==> config.mk <==
export PLATFORM = sky130hd
export DESIGN_NAME = pingpong_xfer_planner
export DESIGN_NICKNAME = d
export VERILOG_FILES = /design/src/rtl/ppx_pkg.sv /design/src/rtl/ppx_cfg_regs.sv /design/src/rtl/ppx_split.sv /design/src/rtl/ppx_seq.sv /design/src/rtl/pingpong_xfer_planner.sv
export SDC_FILE = /design/constraint.sdc
export NUM_CORES = 1
export LEC_CHECK = 0
export BUFFER_PORTS_ARGS = -buffer_cell sky130_fd_sc_hd__buf_2
export CORE_MARGIN = 2
export CORE_UTILIZATION = 61
export DETAILED_ROUTE_END_ITERATION = 7
export HOLD_SLACK_MARGIN = 0.03
export PLACE_DENSITY = 0.8
export SYNTH_ARGS = -nofsm -noshare
export SYNTH_HDL_FRONTEND = slang
export SYNTH_SLANG_ARGS = --single-unit
==> constraint.sdc <==
create_clock -name clk -period 8.27 [get_ports clk]
set_clock_uncertainty 0.1 [all_clocks]
set_input_delay 1.654 -clock clk [delete_from_list [all_inputs] [get_ports clk]]
set_output_delay 1.654 -clock clk [all_outputs]
set_load 0.02 [all_outputs]
==> src/rtl/ppx_pkg.sv <==
package ppx_pkg;
  typedef enum logic {PH_IDLE = 1'b0, PH_RUN = 1'b1} phase_t;

  localparam logic [1:0] SEL_BASE0 = 2'd0;
  localparam logic [1:0] SEL_BASE1 = 2'd1;
  localparam logic [1:0] SEL_SIZE  = 2'd2;
endpackage

==> src/rtl/ppx_cfg_regs.sv <==
module ppx_cfg_regs #(
  parameter int ADDR_W    = 32,
  parameter int LOG_W     = 5,
  parameter int RESET_LOG = 14
) (
  input  logic              clk,
  input  logic              rst,
  input  logic              we,
  input  logic [1:0]        sel,
  input  logic [ADDR_W-1:0] wdata,
  output logic [ADDR_W-1:0] base0,
  output logic [ADDR_W-1:0] base1,
  output logic [LOG_W-1:0]  size_log
);
  import ppx_pkg::*;

  always_ff @(posedge clk) begin
    if (rst) begin
      base0    <= '0;
      base1    <= '0;
      size_log <= LOG_W'(RESET_LOG);
    end else if (we) begin
      case (sel)
        SEL_BASE0: base0    <= wdata;
        SEL_BASE1: base1    <= wdata;
        SEL_SIZE:  size_log <= wdata[LOG_W-1:0];
        default:   ;
      endcase
    end
  end
endmodule

==> src/rtl/ppx_split.sv <==
module ppx_split #(
  parameter int SCAN_W = 16,
  parameter int BPS_W  = 6,
  parameter int LOG_W  = 5,
  localparam int CNT_W = SCAN_W + BPS_W
) (
  input  logic [SCAN_W-1:0] scans,
  input  logic [BPS_W-1:0]  bps,
  input  logic [LOG_W-1:0]  size_log,
  output logic [CNT_W-1:0]  size,
  output logic [CNT_W-1:0]  full_runs,
  output logic [CNT_W-1:0]  remainder
);
  logic [CNT_W-1:0] total;

  always_comb begin
    total     = CNT_W'(scans) * CNT_W'(bps);
    size      = CNT_W'(1) << size_log;
    full_runs = total >> size_log;
    remainder = total & (size - CNT_W'(1));
  end
endmodule

==> src/rtl/ppx_seq.sv <==
module ppx_seq #(
  parameter int ADDR_W = 32,
  parameter int CNT_W  = 22
) (
  input  logic              clk,
  input  logic              rst,
  input  logic              start,
  input  logic              cont_mode,
  input  logic              blk_done,
  input  logic [ADDR_W-1:0] base0,
  input  logic [ADDR_W-1:0] base1,
  input  logic [CNT_W-1:0]  size,
  input  logic [CNT_W-1:0]  full_runs,
  input  logic [CNT_W-1:0]  remainder,
  output logic              buf_sel,
  output logic [ADDR_W-1:0] buf_addr,
  output logic [CNT_W-1:0]  buf_bytes,
  output logic              blk_arm,
  output logic              busy,
  output logic              finished,
  output logic              run_cont,
  output logic [CNT_W-1:0]  run_size
);
  import ppx_pkg::*;

  phase_t                   phase;
  logic signed [CNT_W:0]    runs_left;
  logic [CNT_W-1:0]         rem_q;

  assign busy = (phase == PH_RUN);

  always_ff @(posedge clk) begin
    if (rst) begin
      phase     <= PH_IDLE;
      finished  <= 1'b0;
      blk_arm   <= 1'b0;
      buf_sel   <= 1'b0;
      buf_addr  <= '0;
      buf_bytes <= '0;
      runs_left <= '0;
      rem_q     <= '0;
      run_cont  <= 1'b0;
      run_size  <= '0;
    end else begin
      blk_arm <= 1'b0;
      if (start) begin
        finished  <= 1'b0;
        buf_sel   <= 1'b0;
        buf_addr  <= base0;
        run_cont  <= cont_mode;
        run_size  <= size;
        rem_q     <= remainder;
        runs_left <= $signed({1'b0, full_runs}) - 1;
        if (cont_mode || full_runs != '0) begin
          phase     <= PH_RUN;
          blk_arm   <= 1'b1;
          buf_bytes <= size;
        end else if (remainder != '0) begin
          phase     <= PH_RUN;
          blk_arm   <= 1'b1;
          buf_bytes <= remainder;
        end else begin
          phase    <= PH_IDLE;
          finished <= 1'b1;
        end
      end else if (phase == PH_RUN && blk_done) begin
        buf_sel  <= ~buf_sel;
        buf_addr <= buf_sel ? base0 : base1;
        if (run_cont) begin
          blk_arm   <= 1'b1;
          buf_bytes <= run_size;
        end else begin
          runs_left <= runs_left - 1;
          if (runs_left > 0) begin
            blk_arm   <= 1'b1;
            buf_bytes <= run_size;
          end else if (runs_left == 0 && rem_q != '0) begin
            blk_arm   <= 1'b1;
            buf_bytes <= rem_q;
          end else begin
            phase    <= PH_IDLE;
            finished <= 1'b1;
          end
        end
      end
    end
  end
endmodule

==> src/rtl/pingpong_xfer_planner.sv <==
module pingpong_xfer_planner #(
  parameter int ADDR_W    = 32,
  parameter int SCAN_W    = 16,
  parameter int BPS_W     = 6,
  parameter int RESET_LOG = 14,
  localparam int CNT_W    = SCAN_W + BPS_W,
  localparam int LOG_W    = $clog2(CNT_W)
) (
  input  logic              clk,
  input  logic              rst,
  input  logic              cfg_we,
  input  logic [1:0]        cfg_sel,
  input  logic [ADDR_W-1:0] cfg_wdata,
  input  logic              start,
  input  logic              cont_mode,
  input  logic [SCAN_W-1:0] scan_count,
  input  logic [BPS_W-1:0]  scan_bytes,
  input  logic              blk_done,
  output logic              buf_sel,
  output logic [ADDR_W-1:0] buf_addr,
  output logic [CNT_W-1:0]  buf_bytes,
  output logic              blk_arm,
  output logic              busy,
  output logic              finished
);
  logic [ADDR_W-1:0] base0, base1;
  logic [LOG_W-1:0]  size_log;
  logic [CNT_W-1:0]  size, full_runs, remainder;
  logic              run_cont;
  logic [CNT_W-1:0]  run_size;

  ppx_cfg_regs #(.ADDR_W(ADDR_W), .LOG_W(LOG_W), .RESET_LOG(RESET_LOG)) u_regs (
    .clk(clk), .rst(rst), .we(cfg_we), .sel(cfg_sel), .wdata(cfg_wdata),
    .base0(base0), .base1(base1), .size_log(size_log)
  );

  ppx_split #(.SCAN_W(SCAN_W), .BPS_W(BPS_W), .LOG_W(LOG_W)) u_split (
    .scans(scan_count), .bps(scan_bytes), .size_log(size_log),
    .size(size), .full_runs(full_runs), .remainder(remainder)
  );

  ppx_seq #(.ADDR_W(ADDR_W), .CNT_W(CNT_W)) u_seq (
    .clk(clk), .rst(rst), .start(start), .cont_mode(cont_mode), .blk_done(blk_done),
    .base0(base0), .base1(base1), .size(size), .full_runs(full_runs),
    .remainder(remainder), .buf_sel(buf_sel), .buf_addr(buf_addr),
    .buf_bytes(buf_bytes), .blk_arm(blk_arm), .busy(busy), .finished(finished),
    .run_cont(run_cont), .run_size(run_size)
  );
endmodule

After elaboration in Yosys (flattened, before gate mapping). Cells that the tools add are included.

Register bits after elaboration: 195. Word-level logic and storage cells: 77. Output and inout port bits: 58.

Reductions and logical operators: 17. Multiplexer cells: 32. $add $sub $neg: 3. Multiply operators: 1. Shifts and indexed selects: 2. Equality and inequality tests: 6. $lt $le $gt $ge: 1. Bitwise logic cells: 2.

Operators with widths (count): two-way mux 22 bit (7); two-way mux 32 bit (3); two-way mux 23 bit (3); nonzero test 22 bit (3); logical NOT 32 bit (1); greater-than comparator 23 x 1 -> 1 bit, second input constant (1); subtractor 22 x 1 -> 23 bit, second input constant (1); subtractor 23 x 2 -> 23 bit, second input constant (1); bitwise AND 22 bit (1); multiplier 16 x 6 -> 22 bit (1); << shifter 1 x 5 -> 22 bit, first input constant (1); right shift 22 x 5 -> 22 bit (1); subtractor 22 x 1 -> 22 bit, second input constant (1); two-way mux 1 bit (19); AND reduction 2 bit (4); != test 2 bit, second input constant (3); AND reduction 4 bit (1); nonzero test 4 bit (1); != test 3 x 1 -> 1 bit, second input constant (1); AND reduction 3 bit (1); equality test 2 x 1 -> 1 bit, second input constant (1); equality test 2 bit, second input constant (1); logical AND 1 bit (2); logical NOT 2 bit (1); other kinds (4) (4).

Depth between registers and ports, before layout.
Depth after elaboration: 7. Gate-level depth with buffers: 24. Gate-level depth less buffers: 20.

Hierarchy. A second synthesis with hierarchy kept.

Cell total of the unflattened synthesis: 1805. Area, all modules: 14787.9 µm².

Modules (own cells, without submodules): ppx_seq (area an instance 6456.2 µm², cells an instance 779, instances 1); ppx_split (area an instance 5469.0 µm², cells an instance 760, instances 1); ppx_cfg_regs (area an instance 2862.7 µm², cells an instance 266, instances 1).

Worst setup path after synthesis. Ideal clock, no wire load.

Kind: input port to flip-flop. Start point: input scan_bytes[0]. End point: register u_seq.runs_left[13]. Stages on the path: 20. Library setup time: 0.134 ns. Path slack: 1.084 ns. Required time: 8.036 ns. Buffers on the path: 1. Data arrival time: 6.952 ns. Cell sequence: clkbuf_1 -> and2_1 -> fa_1 -> inv_1 -> fa_1 -> fa_1 -> inv_1 -> ha_1 -> nor2b_1 -> o31ai_2 -> mux2_2 -> and2_1 -> mux4_2 -> nand2_1 -> nand4_2 -> a311oi_4 -> nand3_4 -> or4b_4 -> o31ai_2 -> a211oi_1.

Longest elaborated chain between the ends: 4.

Ends and longest elaborated chain: from (decl) (line pingpong_xfer_planner.sv:17) `input logic [BPS_W-1:0] scan_bytes,`; multiplier 16 x 6 -> 22 bit (line ppx_split.sv:17) `total = CNT_W'(scans) * CNT_W'(bps);`; right shift 22 x 5 -> 22 bit (line ppx_split.sv:19) `full_runs = total >> size_log;`; subtractor 22 x 1 -> 23 bit (line ppx_seq.sv:53) `runs_left <= $signed({1'b0, full_runs}) - 1;`; two-way mux 23 bit (line ppx_seq.sv:46) `if (start) begin`; to (signal assigned) (line ppx_seq.sv:53); to (signal assigned) (line ppx_seq.sv:73) `runs_left <= runs_left - 1;`; to (decl) (line ppx_seq.sv:27) `logic signed [CNT_W:0] runs_left;`.

Every way passes these cells. A chain may end at the register's enable or synchronous reset.

Final worst setup path.
Start point: input scan_bytes[1]. End point: register u_seq.buf_bytes[1].

Longest elaborated chain between the ends: 6.

Ends and longest elaborated chain: multiplier 16 x 6 -> 22 bit (*) (line ppx_split.sv:17); right shift 22 x 5 -> 22 bit (line ppx_split.sv:19); nonzero test 22 bit (line ppx_seq.sv:54) `if (cont_mode || full_runs != '0) begin`; logical OR 1 bit (line ppx_seq.sv:54); != test 3 x 1 -> 1 bit (no line) or two-way mux 22 bit (tied branches); AND reduction 3 bit (no line) or two-way mux 22 bit (tied branches); to (signal assigned) (line ppx_seq.sv:57) `buf_bytes <= size;`; to (signal assigned) (line ppx_seq.sv:61) `buf_bytes <= remainder;`; to (signal assigned) (line ppx_seq.sv:71) `buf_bytes <= run_size;`; to (decl) (line ppx_seq.sv:17) `output logic [CNT_W-1:0] buf_bytes,`.

Mark *: on every way between the ends. The rest lies on a longest branch, timed or not. The select of a mux whose other input is x is not followed.

==> impl_metrics.csv <==
group,metric,value,unit
run_status,status,"complete, no violations",
die,floorplan.die_area,0.02487,mm2
logic_synthesis,netlist_area,0.01441,mm2
logic_synthesis,yosys-top-cells-count,"nand2_1, dfxtp_1, nor2_1",
final_layout,post-route-util,67.71,%
logic_synthesis,yosys_most_used_dff,"dfxtp_1",
clock_network,postCtsSetupBuffers,0,
timing,tightest_slew,1.165,ns
die,ioPinCount,120,
hold_path,hold_path_class,"reg -> reg",
final_layout,area_growth_syn_to_layout,9.609,%
die,die-height,157.7,um
clock_network,clkSinkCount,195,
timing,relSlewSlack,22.07,%
timing,fin_crit_sh,92.33,%
timing,fin_crit,7.635,ns
setup_path,cp_max_fo,22,
clock_network,cts-resized-gates,0,
drt,vias,14287,
setup_path,max_stage_delay,0.56,ns
setup_path,cp.required,8.52,ns
clock_network,clk_latency,0.44,ns
clock_network,cts_root_buffer,"clkbuf_16",
logic_synthesis,muxShareOfSynthArea,4.644,%
final_layout,ff_latch_area,0.003904,mm2
setup_path,crit_chain,"buf_2, and2_1, fa_1, fa_1, inv_1, fa_1, inv_1, ha_1, o211a_1, a21o_1, a31o_1, nor4_2, o31ai_1, nand3_1, o21ai_0, a311oi_4, and3_1, nand3_1, buf_12, mux2_2, o32ai_1",
drt,drc,0,
timing,final.setup.tns,0,ns
die,initial_core_util,61.78,%
logic_synthesis,synth.most_common_cell,"nand2_1",
setup_path,crit_type,"in -> reg",
drt,vias_per_cell,6.319,
drt,drt_first_pass_iters,7,
setup_path,cp.arrival,7.89,ns
place,io_buffers,119,
timing,rsz0062_at_grt,"false",
drt,drt-total-wl,44420,um
logic_synthesis,ys_warn_count,0,
clock_network,cts_hold_buf,0,
logic_synthesis,async_flop_share,0,%
clock_network,numCtsBuffers,17,
final_layout,layout-drive-gt1-share,12.56,%
place,place_hpwl,32080,um
die,fp.dieW,157.7,um
logic_synthesis,synth_top_family_by_area,"simple AND/OR/NAND/NOR gates",
setup_path,end_kind,"register",
logic_synthesis,synthAdderAreaFrac,10.69,%
logic_synthesis,yosysTopAreaCell,"dfxtp_1",
grt,grt_antenna_before_repair,1,
logic_synthesis,yosys_register_bits,195,
flow_run,maxCapViolCount,0,
logic_synthesis,synth_fp_nets,2035,
logic_synthesis,synth_seq_area_share,27.08,%
setup_path,slowest_stage,"fa_1",
power,powerDensity,259.7,mW/mm2
logic_synthesis,syn_inst,1884,
timing,fmax,131.0,MHz
final_layout,multiInputGateArea,0.009534,mm2
timing,hold_viol,0,
final_layout,fillers,2027,
drt,antenna_left,0,
setup_path,path_common_cell,"fa_1",
grt,grt_pass1_wl,70030,um
logic_synthesis,synth_edf_count,0,
grt,grt.total_usage,35.56,%
final_layout,diodes,0,
clock_network,cts_tree,"done",
timing,slew_violations,0,
logic_synthesis,synth_compound_area_share,22.83,%
grt,grt_max_degree,113,
grt,grt_pass1_vias,13297,
place,gp_congestion,1.084,
die,row_count,56,
power,leakage,6.518,nW
die,core,0.02333,mm2
final_layout,final_net_count,2080,
logic_synthesis,synth_area_leaders,"dfxtp_1, fa_1, nand2_1",
setup_path,startpoint_type,"primary input",
logic_synthesis,synth_cell_type_count,94,
logic_synthesis,netlist.area_leader.share,27.08,%
drt,first_iter_violations,1476,
clock_network,clk_pin_slew,0.08,ns
logic_synthesis,synth_xor_area_share,2.665,%
clock_network,htreeDepth,4,
timing,setup_violations,0,
drt,wl_per_cell,19.64,um
grt,grt_overflow,0,
logic_synthesis,yosys.area_share.simple,25.24,%
timing,hold_ws,0.3539,ns
power,ir_worst_vdd,0.1521,mV
clock_network,clock_tree.buffer_depth,2,
logic_synthesis,syn_area_per_cell,7.651,um2
==> state kept, by name (all words and copies together) (netlist names) <==
register and flops:
u_regs.base0 32, u_regs.base1 32, u_seq.buf_addr 32, u_seq.runs_left 23, u_seq.buf_bytes 22, u_seq.rem_q 22
u_seq.run_size 22, u_regs.size_log 5, u_seq.blk_arm 1, u_seq.buf_sel 1, u_seq.busy 1, u_seq.finished 1
u_seq.run_cont 1
==> final timing paths <==
check,depth (start not counted),startpoint,slack (ns),to
max,21,scan_bytes[1],0.63,u_seq.buf_bytes[1]$_SDFFE_PP0P_
max reg2reg,20,u_regs.size_log[1]$_SDFFE_PP1P_,2.73,u_seq.buf_bytes[9]$_SDFFE_PP0P_
min,2,u_seq.buf_bytes[16]$_SDFFE_PP0P_,0.35,u_seq.buf_bytes[16]$_SDFFE_PP0P_
min reg2reg,2,u_seq.buf_bytes[16]$_SDFFE_PP0P_,0.35,u_seq.buf_bytes[16]$_SDFFE_PP0P_
==> metal layers <==
metal  track usage [%]  vias up  part of all wire, %
li1                  -     6663                    -
met1             45.99     6756                   41
met2             58.80      736                   46
met3             6.679      132                  8.9
met4             13.90        0                  4.0
met5                 0        -                    0
==> critical path, delay by kind of cell <==
family,cells,cell delay (ns)
AND/OR/NAND/NOR,5,1.07
AO/OA/AOI/OAI,7,2.34
adder cells (fa/ha/maj),4,1.90
buffers and inverters,4,0.54
multiplexers,1,0.35
==> layout make-up <==
class                           instances  share of cell area (%)
Inverter                              119                   2.827
Timing Repair Buffer                  157                   5.710
Multi-Input combinational cell       1439                   60.35
Clock buffer                           17                   2.693
Clock inverter                         15                   1.188
Tap cell                              319                   2.526
Sequential cell                       195                   24.71
==> per-stage QoR <==
stage / instance area [um2] / cells / setup slack (ns) / power [W]
after detailed placement: 15190 / 2229 / 0.2956 / 0.003203
after floorplan: 14410 / 1884 / 1.084 / 0.002562
final: 15800 / 2261 / 0.6346 / 0.004103
after global routing: 15800 / 2261 / 0.2822 / 0.004306
after CTS: 15800 / 2261 / 0.7513 / 0.004043
after global placement: 15190 / 2229 / 0.3320 / 0.003183
==> cell families after synthesis <==
kind of cell | count (synthesis)
AND/OR/NAND/NOR | 760
XOR/XNOR | 43
AO/OA/AOI/OAI | 483
multiplexers | 64
flip-flops | 195
adder cells (fa/ha/maj) | 89
buffers and inverters | 250
==> report_power, final <==
part           switching (W)  internal, W
logic                0.00142     0.000778
clock network       0.000429     0.000412
registers          0.0000510      0.00101
==> cell usage in the layout, fill, tap and decap left out, types with 20 or more instances in the layout <==
cell type,n
mux2i_1,59
xnor2_1,20
nor3_1,36
fa_1,57
a311oi_1,35
and2_1,90
inv_1,115
xor2_1,22
nor2_1,191
dfxtp_1,195
nand3_1,33
a211oi_1,29
o32ai_1,22
buf_4,38
o21ai_0,90
nand2_1,296
buf_2,117
a21oi_1,154
ha_1,32
No activity file was read; power rests on OpenSTA's default activity.
